### src/rtl/uff_pkg.sv
package uff_pkg;

    localparam int BYTE_W     = 8;
    localparam int QUEUE_SLOTS = 16;

    typedef enum logic [1:0] {
        ADDR_DATA = 2'b00,
        ADDR_CTRL = 2'b01,
        ADDR_STAT = 2'b10,
        ADDR_NONE = 2'b11
    } host_addr_e;

    typedef struct packed {
        logic [5:0] zero;
        logic       rx_overrun;
        logic       tx_overflow;
    } status_t;

    // Non-linear decode of the 2-bit receive threshold code.
    function automatic int unsigned trig_threshold(input logic [1:0] code);
        case (code)
            2'b00:   return 1;
            2'b01:   return 4;
            2'b10:   return 8;
            default: return 14;
        endcase
    endfunction

endpackage

### src/rtl/uff_fifo.sv
module uff_fifo #(
    parameter int WIDTH = 8,
    parameter int DEPTH = 16,
    localparam int PTR_W = $clog2(DEPTH),
    localparam int CNT_W = $clog2(DEPTH) + 1
) (
    input  logic             clk,
    input  logic             rst,
    input  logic             clr,
    input  logic             push,
    input  logic             pop,
    input  logic [WIDTH-1:0] wdata,
    output logic [WIDTH-1:0] head,
    output logic [CNT_W-1:0] count
);

    logic [WIDTH-1:0] mem [DEPTH];
    logic [PTR_W-1:0] wr_ptr;
    logic [PTR_W-1:0] rd_ptr;
    logic             push_ok;
    logic             pop_ok;

    assign push_ok = push && (count != CNT_W'(DEPTH));
    assign pop_ok  = pop  && (count != '0);
    assign head    = mem[rd_ptr];

    always_ff @(posedge clk) begin
        if (push_ok && !clr) begin
            mem[wr_ptr] <= wdata;
        end
    end

    always_ff @(posedge clk) begin
        if (rst || clr) begin
            wr_ptr <= '0;
            rd_ptr <= '0;
            count  <= '0;
        end else begin
            if (push_ok) begin
                wr_ptr <= (wr_ptr == PTR_W'(DEPTH - 1)) ? '0 : wr_ptr + 1'b1;
            end
            if (pop_ok) begin
                rd_ptr <= (rd_ptr == PTR_W'(DEPTH - 1)) ? '0 : rd_ptr + 1'b1;
            end
            case ({push_ok, pop_ok})
                2'b10:   count <= count + 1'b1;
                2'b01:   count <= count - 1'b1;
                default: count <= count;
            endcase
        end
    end

endmodule

### src/rtl/uff_regs.sv
module uff_regs
    import uff_pkg::*;
#(
    parameter int WIDTH = 8
) (
    input  logic             clk,
    input  logic             rst,
    input  logic             host_wr,
    input  logic             host_rd,
    input  logic [1:0]       host_addr,
    input  logic [1:0]       ctrl_trig,
    input  logic             ctrl_en,
    input  logic             ctrl_clr,
    input  logic             divisor_access,
    input  logic             tx_full,
    input  logic             rx_empty,
    input  logic             rx_drop,
    input  logic [WIDTH-1:0] rx_head,
    output logic             tx_push,
    output logic             tx_clr,
    output logic             rx_pop,
    output logic [1:0]       trig_code,
    output logic             dma_en,
    output logic             tx_overflow,
    output logic             rx_overrun,
    output logic [WIDTH-1:0] host_rdata
);

    logic             data_wr;
    logic             data_rd;
    logic             ctrl_wr;
    logic             stat_rd;
    logic [WIDTH-1:0] last_rx;
    status_t          status;

    assign data_wr = host_wr && (host_addr == ADDR_DATA) && !divisor_access;
    assign data_rd = host_rd && (host_addr == ADDR_DATA) && !divisor_access;
    assign ctrl_wr = host_wr && (host_addr == ADDR_CTRL);
    assign stat_rd = host_rd && (host_addr == ADDR_STAT);

    assign tx_push = data_wr && !tx_full;
    assign rx_pop  = data_rd && !rx_empty;
    assign tx_clr  = ctrl_wr && ctrl_clr;

    always_comb begin
        status             = '0;
        status.tx_overflow = tx_overflow;
        status.rx_overrun  = rx_overrun;
    end

    always_ff @(posedge clk) begin
        if (rst) begin
            trig_code   <= 2'b11;
            dma_en      <= 1'b0;
            tx_overflow <= 1'b0;
            rx_overrun  <= 1'b0;
            last_rx     <= '0;
            host_rdata  <= '0;
        end else begin
            if (ctrl_wr) begin
                trig_code <= ctrl_trig;
                dma_en    <= ctrl_en;
            end
            if (data_wr && tx_full) begin
                tx_overflow <= 1'b1;
            end else if (stat_rd) begin
                tx_overflow <= 1'b0;
            end
            if (rx_drop) begin
                rx_overrun <= 1'b1;
            end else if (stat_rd) begin
                rx_overrun <= 1'b0;
            end
            if (rx_pop) begin
                last_rx    <= rx_head;
                host_rdata <= rx_head;
            end else if (data_rd) begin
                host_rdata <= last_rx;
            end else if (stat_rd) begin
                host_rdata <= WIDTH'(status);
            end
        end
    end

endmodule

### src/rtl/uff_events.sv
module uff_events
    import uff_pkg::*;
#(
    parameter int CNT_W = 5
) (
    input  logic [CNT_W-1:0] rx_count,
    input  logic [1:0]       trig_code,
    input  logic             dma_en,
    input  logic             tx_full,
    input  logic             rx_empty,
    output logic             rx_irq,
    output logic             tx_req,
    output logic             rx_req
);

    logic [CNT_W-1:0] threshold;

    assign threshold = CNT_W'(trig_threshold(trig_code));
    assign rx_irq    = (rx_count >= threshold);
    assign tx_req    = dma_en && !tx_full;
    assign rx_req    = dma_en && !rx_empty;

endmodule

### src/rtl/uart_fifo_frontend.sv
module uart_fifo_frontend
    import uff_pkg::*;
#(
    parameter int WIDTH = BYTE_W,
    parameter int DEPTH = QUEUE_SLOTS,
    localparam int CNT_W = $clog2(DEPTH) + 1
) (
    input  logic             clk,
    input  logic             rst,
    input  logic             host_wr,
    input  logic             host_rd,
    input  logic [1:0]       host_addr,
    input  logic [WIDTH-1:0] host_wdata,
    output logic [WIDTH-1:0] host_rdata,
    input  logic             divisor_access,
    output logic             tx_valid,
    input  logic             tx_ready,
    output logic [WIDTH-1:0] tx_data,
    input  logic             rx_valid,
    input  logic [WIDTH-1:0] rx_data,
    output logic             rx_irq,
    output logic             tx_req,
    output logic             rx_req
);

    logic [CNT_W-1:0] tx_count;
    logic [CNT_W-1:0] rx_count;
    logic [WIDTH-1:0] rx_head;
    logic             tx_full;
    logic             rx_full;
    logic             rx_empty;
    logic             tx_push;
    logic             tx_clr;
    logic             rx_pop;
    logic             rx_drop;
    logic [1:0]       trig_code;
    logic             dma_en;
    logic             tx_overflow;
    logic             rx_overrun;

    assign tx_full  = (tx_count == CNT_W'(DEPTH));
    assign tx_valid = (tx_count != '0);
    assign rx_full  = (rx_count == CNT_W'(DEPTH));
    assign rx_empty = (rx_count == '0);
    assign rx_drop  = rx_valid && rx_full;

    uff_fifo #(.WIDTH(WIDTH), .DEPTH(DEPTH)) u_tx_q (
        .clk   (clk),
        .rst   (rst),
        .clr   (tx_clr),
        .push  (tx_push),
        .pop   (tx_valid && tx_ready),
        .wdata (host_wdata),
        .head  (tx_data),
        .count (tx_count)
    );

    uff_fifo #(.WIDTH(WIDTH), .DEPTH(DEPTH)) u_rx_q (
        .clk   (clk),
        .rst   (rst),
        .clr   (1'b0),
        .push  (rx_valid),
        .pop   (rx_pop),
        .wdata (rx_data),
        .head  (rx_head),
        .count (rx_count)
    );

    uff_regs #(.WIDTH(WIDTH)) u_regs (
        .clk            (clk),
        .rst            (rst),
        .host_wr        (host_wr),
        .host_rd        (host_rd),
        .host_addr      (host_addr),
        .ctrl_trig      (host_wdata[7:6]),
        .ctrl_en        (host_wdata[3]),
        .ctrl_clr       (host_wdata[2]),
        .divisor_access (divisor_access),
        .tx_full        (tx_full),
        .rx_empty       (rx_empty),
        .rx_drop        (rx_drop),
        .rx_head        (rx_head),
        .tx_push        (tx_push),
        .tx_clr         (tx_clr),
        .rx_pop         (rx_pop),
        .trig_code      (trig_code),
        .dma_en         (dma_en),
        .tx_overflow    (tx_overflow),
        .rx_overrun     (rx_overrun),
        .host_rdata     (host_rdata)
    );

    uff_events #(.CNT_W(CNT_W)) u_events (
        .rx_count  (rx_count),
        .trig_code (trig_code),
        .dma_en    (dma_en),
        .tx_full   (tx_full),
        .rx_empty  (rx_empty),
        .rx_irq    (rx_irq),
        .tx_req    (tx_req),
        .rx_req    (rx_req)
    );

endmodule

### config.mk
export PLATFORM = sky130hd
export DESIGN_NAME = uart_fifo_frontend
export DESIGN_NICKNAME = d
export VERILOG_FILES = /design/src/rtl/uff_pkg.sv /design/src/rtl/uff_fifo.sv /design/src/rtl/uff_regs.sv /design/src/rtl/uff_events.sv /design/src/rtl/uart_fifo_frontend.sv
export SDC_FILE = /design/constraint.sdc
export NUM_CORES = 1
export LEC_CHECK = 0
export ABC_AREA = 0
export BUFFER_PORTS_ARGS = -buffer_cell sky130_fd_sc_hd__buf_2
export CAP_MARGIN = 15
export CORE_MARGIN = 10
export CORE_UTILIZATION = 55
export CTS_CLUSTER_DIAMETER = 80
export DETAILED_ROUTE_END_ITERATION = 7
export PLACE_DENSITY_LB_ADDON = 0.08
export SKIP_CTS_REPAIR_TIMING = 1
export SYNTH_ARGS = -nofsm -noshare
export SYNTH_HDL_FRONTEND = slang
export SYNTH_HIERARCHICAL = 1
export SYNTH_SLANG_ARGS = --single-unit
### constraint.sdc
create_clock -name clk -period 3.2 [get_ports clk]
set_input_delay 0.64 -clock clk [delete_from_list [all_inputs] [get_ports clk]]
set_output_delay 0.64 -clock clk [all_outputs]
set_load 0.03 [all_outputs]
==> reports/metrics.cfg, run 1 <==
[timing]
rsz0062_at_grt=true
hold_viol_final=0
relSlewSlack_pct=44.71
slew_violations=0
layout_min_cycle_time_ns=3.147
worst_pin_slew_ns=0.8264
setup_viol=0
max_freq_ghz=0.3177
setup_tns_ns=0
skew_ns=0.02249
finalCritPeriodShare_pct=98.35

[worst_setup_path]
worst-path-buf-inv=2
rrSetupSlack_ns=0.24
worstPathArrival_ns=2.51
reg2regPathDepth=13
slowest_delay_ns=0.62
required_ns=2.56
critPathKind=reg -> out
critical_path.top_delay_family=multiplexers
critical_path.cell_chain=buf_12 > mux4_1 > mux4_2 > buf_2
cp_max_fo=19
worstReg2RegStart=u_tx_q/count[0]$_SDFFE_PP0P_
cp_slowest_cell=mux4_1
endpoint_kind=primary output
reg2reg_to=u_tx_q/count[2]$_SDFFE_PP0P_
crit_path_start_kind=register

[placed_design]
dp_hpwl_um=17270
placedCellCount=1091
port_buffers=44
gp_congestion=0.7945

[finish]
diodes=0
area_growth_pct=13.10
drive_gt1_share_pct=22.46
nNetsFinal=849
final_cells=1147
fill_cells=1706

[grt]
grt_pass1_wl_um=40210
antenna_found_initial=1
grt_pass1_vias=6975
globalRouteOverflowTotal=0
groute.usage.overall_pct=16.61
grt_max_degree=33

[die]
die_area_um2=30220
placement_rows=56
fp.dieH_um=173.9
die_x_um=173.9
start_util_pct=55.63
core_um2=23400
ios=45

[clocking]
cts_buffer_depth=3
clockRootBuffer=clkbuf_16
clkSlewWorstSetupHoldPaths_ns=0.06
htree_levels=1
cts_tree=built
cts.sink_count=311
cts-buffers-inserted=30
clock_latency_ns=0.55

[worst_hold_path]
whs_endpoint=u_regs/tx_overflow$_SDFFE_PP0P_
hold_path_depth=3
hold_path_class=in -> reg
worstHoldStart=host_wr

[pwr]
p_seq_share_pct=54.8
p_int_mw=6.484
power_switching_share_pct=19.19
cellPowerDensity_nw_per_um2=545.0
p_leak_nw=4.989
p_comb_share_pct=2.4
switchingPower_mw=1.540
ir_worst_vdd_mv=0.6386
p_clk_share_pct=42.8

[yosys]
synth-seq-cells=311
synth_xor_area_share_pct=0.7400
yosysWarnings=6
synth_fa_ha_area_share_pct=1.922
synth_fp_nets=764
ys.flop_type=edfxtp_1
ys_async_sr_fraction_pct=0
synth_top_family_by_area=multiplexers
ys_seq_area_share_pct=67.51
syn_inst=719
synth_mux_area_share_pct=17.32
avgSynthCellArea_um2=18.11
synthSimpleGateAreaFrac_pct=6.612
synth_area_um2=13020
synth-compound-area-share_pct=3.479
synth.distinct_cells=64
synth_edf_count=256

[drt]
drtAntennaViolNets=0
viasPerCell=5.791
drc_errors=0
wirelength_um=24900
dr.pass1.iters=5
via_count=6642
first_iter_violations=490
wire_per_inst_um=21.71

[job]
max-cap-violations=0

[status]
status=completed

-- worst max path at each step --
| stage | startpoint | to | depth (start not counted) |
|---|---|---|---|
| 4_1_cts | register | tx_data[3] | 4 |
| 6_report | register | tx_data[3] | 4 |
| 2_1_floorplan | u_rx_q/count[1]$_SDFFE_PP0P_ | u_rx_q/count[2]$_SDFFE_PP0P_ | 15 |
| 3_3_place_gp | host_addr[0] | u_tx_q/count[2]$_SDFFE_PP0P_ | 14 |
| 5_1_grt | register | tx_data[3] | 4 |
| 3_5_place_dp | host_addr[1] | u_tx_q/count[2]$_SDFFE_PP0P_ | 14 |
-- worst reg2reg max path: stages (launching register included) --
cell	delay (ns)
dfxtp_1	0.38
nor4_1	0.43
and2_1	0.34
nor2_1	0.15
inv_1	0.12
a21oi_2	0.05
inv_2	0.07
ha_1	0.18
xor2_1	0.09
ha_1	0.22
a21oi_1	0.23
xor2_1	0.14
or3_1	0.35
a21oi_1	0.15
-- power groups by stage --
stage	Combinational [mW]	Clock [mW]	Sequential, mW
floorplan	0.0958	0	4.49
global placement	0.186	0	4.48
detailed placement	0.197	0	4.48
CTS	0.199	3.51	4.40
global route	0.219	3.67	4.40
finish	0.196	3.43	4.40
-- cells by family after synthesis --
| family | after synthesis |
|---|---|
| xor+xnor | 11 |
| buf+inv | 52 |
| fa+ha+maj | 20 |
| flops | 311 |
| mux | 107 |
| other cells | 1 |
| compound gates | 62 |
| simple gates | 155 |
-- layout by cell type (no fill, tap or decap), drive strengths merged, types with 7 or more instances in the layout --
cell type,count
nand3b,9
clkbuf,41
clkinv,10
ha,20
nand2,29
inv,19
dfxtp,55
nor2,39
xor2,11
buf,86
nor3,16
or3,7
mux4,80
a21oi,18
edfxtp,256
mux2i,25
or2b,16
-- final cells by class --
class	count	area (µm²)	area share, %
repair buffers	86	560.5	3.807
well taps	319	399.1	2.711
clock buffers	41	823.3	5.591
inverters	19	71.32	0.4844
multi-input cells	356	3928	26.67
clock inverters	15	146.4	0.9942
flip-flops and latches	311	8796	59.74
-- state kept, by name, indices dropped and copies added, names as in the netlist, 2 cells and up, named ones only --
| register | count |
|---|---|
| u_rx_q/rd_ptr | 4 |
| u_regs/trig_code | 2 |
| u_tx_q/wr_ptr | 4 |
| u_rx_q/count | 5 |
| u_regs/last_rx | 8 |
| u_tx_q/mem | 128 |
| u_regs/host_rdata | 8 |
| u_tx_q/count | 5 |
| u_tx_q/rd_ptr | 4 |
| u_rx_q/mem | 128 |
| u_rx_q/wr_ptr | 4 |
-- per-stage QoR --
stage	area, µm²	hold WS, ns	worst slack (ns)	power [mW]	utilization [%]
2_1_floorplan	13020	0.4536	0.01694	4.583	-
3_3_place_gp	13750	0.4442	0.1871	4.670	58.77
3_5_place_dp	13750	0.4437	-0.03527	4.682	58.77
4_1_cts	14720	0.4054	-0.04936	8.102	62.91
5_1_grt	14720	0.4371	-0.01562	8.285	62.92
6_report	14720	0.4305	0.05279	8.024	62.92
-- synth_stat cells (4+ instances only) --
library cell,n,share of area (%)
mux4_2,32,5.5
mux4_1,48,9.7
nor4_1,6,0.29
or3_1,7,0.34
a41oi_1,4,0.27
clkbuf_1,15,0.43
nand3b_1,9,0.52
a21oi_1,16,0.62
nand3_1,6,0.23
or2b_1,16,0.92
inv_1,16,0.46
o2bb2ai_1,6,0.40
xor2_1,11,0.74
dfxtp_1,55,8.5
nor3_1,16,0.62
ha_1,20,1.9
nand2b_1,5,0.24
nor2_1,38,1.1
nand2_1,29,0.84
edfxtp_1,256,59
buf_8,5,0.58
mux2i_1,25,1.9
buf_1,7,0.20
-- metal layers --
layer / global-route usage, % / wire length [µm] / vias up
met3: 2.265 / 809 / 36
met4: 4.133 / 480 / 2
met2: 30.44 / 13430 / 124
li1: - / - / 3079
met5: 0 / 13 / -
met1: 20.21 / 10170 / 3401
(Power assumes the default switching activity.)
==> run 2, diff against run 1 <==
CORE_UTILIZATION = 35   (was 55)
==> reports/metrics.cfg, run 2 (synthesized netlist as in run 1, its figures left out) <==
[grt]
grt_pass1_wl_um=45230
grt_pass1_vias=7304
antenna_found_initial=2
groute.usage.overall_pct=13.33
grt_max_degree=33
globalRouteOverflowTotal=0

[clocking]
cts_buffer_depth=3
cts.sink_count=311
cts-buffers-inserted=35
clockRootBuffer=clkbuf_16
clock_latency_ns=0.51
clkSlewWorstSetupHoldPaths_ns=0.06
htree_levels=2
cts_tree=built

[die]
start_util_pct=35.48
die_x_um=212.9
ios=45
die_area_um2=45310
fp.dieH_um=212.9
placement_rows=70
core_um2=36700

[worst_setup_path]
crit_path_start_kind=register
critPathKind=reg -> out
endpoint_kind=primary output
worstPathArrival_ns=2.48
critical_path.cell_chain=buf_12 > mux4_1 > mux4_2 > buf_2
cp_slowest_cell=mux4_1
slowest_delay_ns=0.57
critical_path.top_delay_family=multiplexers
required_ns=2.56
worst-path-buf-inv=2
cp_max_fo=11

[timing]
rsz0062_at_grt=false
max_freq_ghz=0.3209
hold_viol_final=0
slew_violations=0
layout_min_cycle_time_ns=3.117
setup_viol=0
worst_pin_slew_ns=0.7423
skew_ns=0.01350
relSlewSlack_pct=50.44
finalCritPeriodShare_pct=97.40

[placed_design]
gp_congestion=0.7551
port_buffers=44
dp_hpwl_um=19740
placedCellCount=1250

[drt]
wirelength_um=29700
drtAntennaViolNets=0
drc_errors=0
first_iter_violations=357
wire_per_inst_um=22.64
dr.pass1.iters=7
viasPerCell=5.264
via_count=6907

[finish]
area_growth_pct=16.36
drive_gt1_share_pct=24.29
diodes=0
largestRegisters=u_rx_q/mem (128), u_tx_q/mem (128)
nNetsFinal=864
final_cells=1312
fill_cells=3248
mostFrequentLayoutCells=edfxtp_1, dfxtp_1, buf_4, mux4_1, buf_2
multiInputGateArea_um2=3944
mostFrequentLayoutCell=edfxtp_1
regArea_um2=8793

[pwr]
ir_worst_vdd_mv=0.3315
p_comb_share_pct=2.4
power_switching_share_pct=19.84
cellPowerDensity_nw_per_um2=554.5
p_leak_nw=5.121
finalPower_mw=8.400
p_clk_share_pct=45.3
switchingPower_mw=1.666
p_seq_share_pct=52.4
p_int_mw=6.734

[job]
max-cap-violations=0

[worst_hold_path]
hold_path_class=in -> reg

[status]
status=completed

## run 2: final cells by class
class,instances,area share (%)
flip-flops and latches,311,58.05
multi-input cells,356,26.03
clock buffers,51,6.930
repair buffers,96,4.245
well taps,468,3.866
inverters,19,0.4708
clock inverters,11,0.4047
## run 2: layer usage
metal  track usage, %  wire [µm]
met5                0         17
met4            4.111        739
met3            2.229       1072
met2            23.83      15540
met1            16.07      12340
## run 2: final timing paths
check	start	end	slack, ns	cells after the start
setup reg to reg	u_rx_q/count[0]$_SDFFE_PP0P_	u_rx_q/count[2]$_SDFFE_PP0P_	0.31	12
setup / recovery	register	tx_data[3]	0.08	4
hold reg to reg	u_regs/host_rdata[6]$_SDFFE_PP0P_	u_regs/host_rdata[6]$_SDFFE_PP0P_	0.48	1
hold / removal	host_wr	u_regs/tx_overflow$_SDFFE_PP0P_	0.45	3
## run 2: power groups by stage
stage | Clock (mW) | Combinational, mW | Sequential, mW
2_1_floorplan | 0 | 0.0958 | 4.49
4_1_cts | 3.92 | 0.204 | 4.40
3_3_place_gp | 0 | 0.196 | 4.48
3_5_place_dp | 0 | 0.203 | 4.49
5_1_grt | 4.09 | 0.223 | 4.40
6_report | 3.80 | 0.200 | 4.40
## run 2: worst reg2reg max path, stage by stage (launching register included)
cell and delay, ns:
dfxtp_1 0.38, or4_4 0.56, nor2_1 0.13, and2b_2 0.24
o21ai_2 0.13, inv_1 0.11, ha_1 0.22, xor2_1 0.14
ha_1 0.21, a21oi_1 0.16, xor2_1 0.09, or3_1 0.30
a21oi_1 0.14
## run 2: metrics by stage
| step | utilization [%] | cell area [µm²] | setup TNS, ns | setup slack (ns) | hold WS (ns) |
|---|---|---|---|---|---|
| floorplan | - | 13020 | 0 | 0.01694 | 0.4536 |
| global placement | 38.22 | 14030 | 0 | 0.1866 | 0.4745 |
| detailed placement | 38.22 | 14030 | 0 | 0.1379 | 0.4681 |
| CTS | 41.25 | 15140 | -0.3245 | -0.06064 | 0.4217 |
| global route | 41.28 | 15150 | 0 | 0.005652 | 0.4694 |
| finish | 41.28 | 15150 | 0 | 0.08330 | 0.4484 |
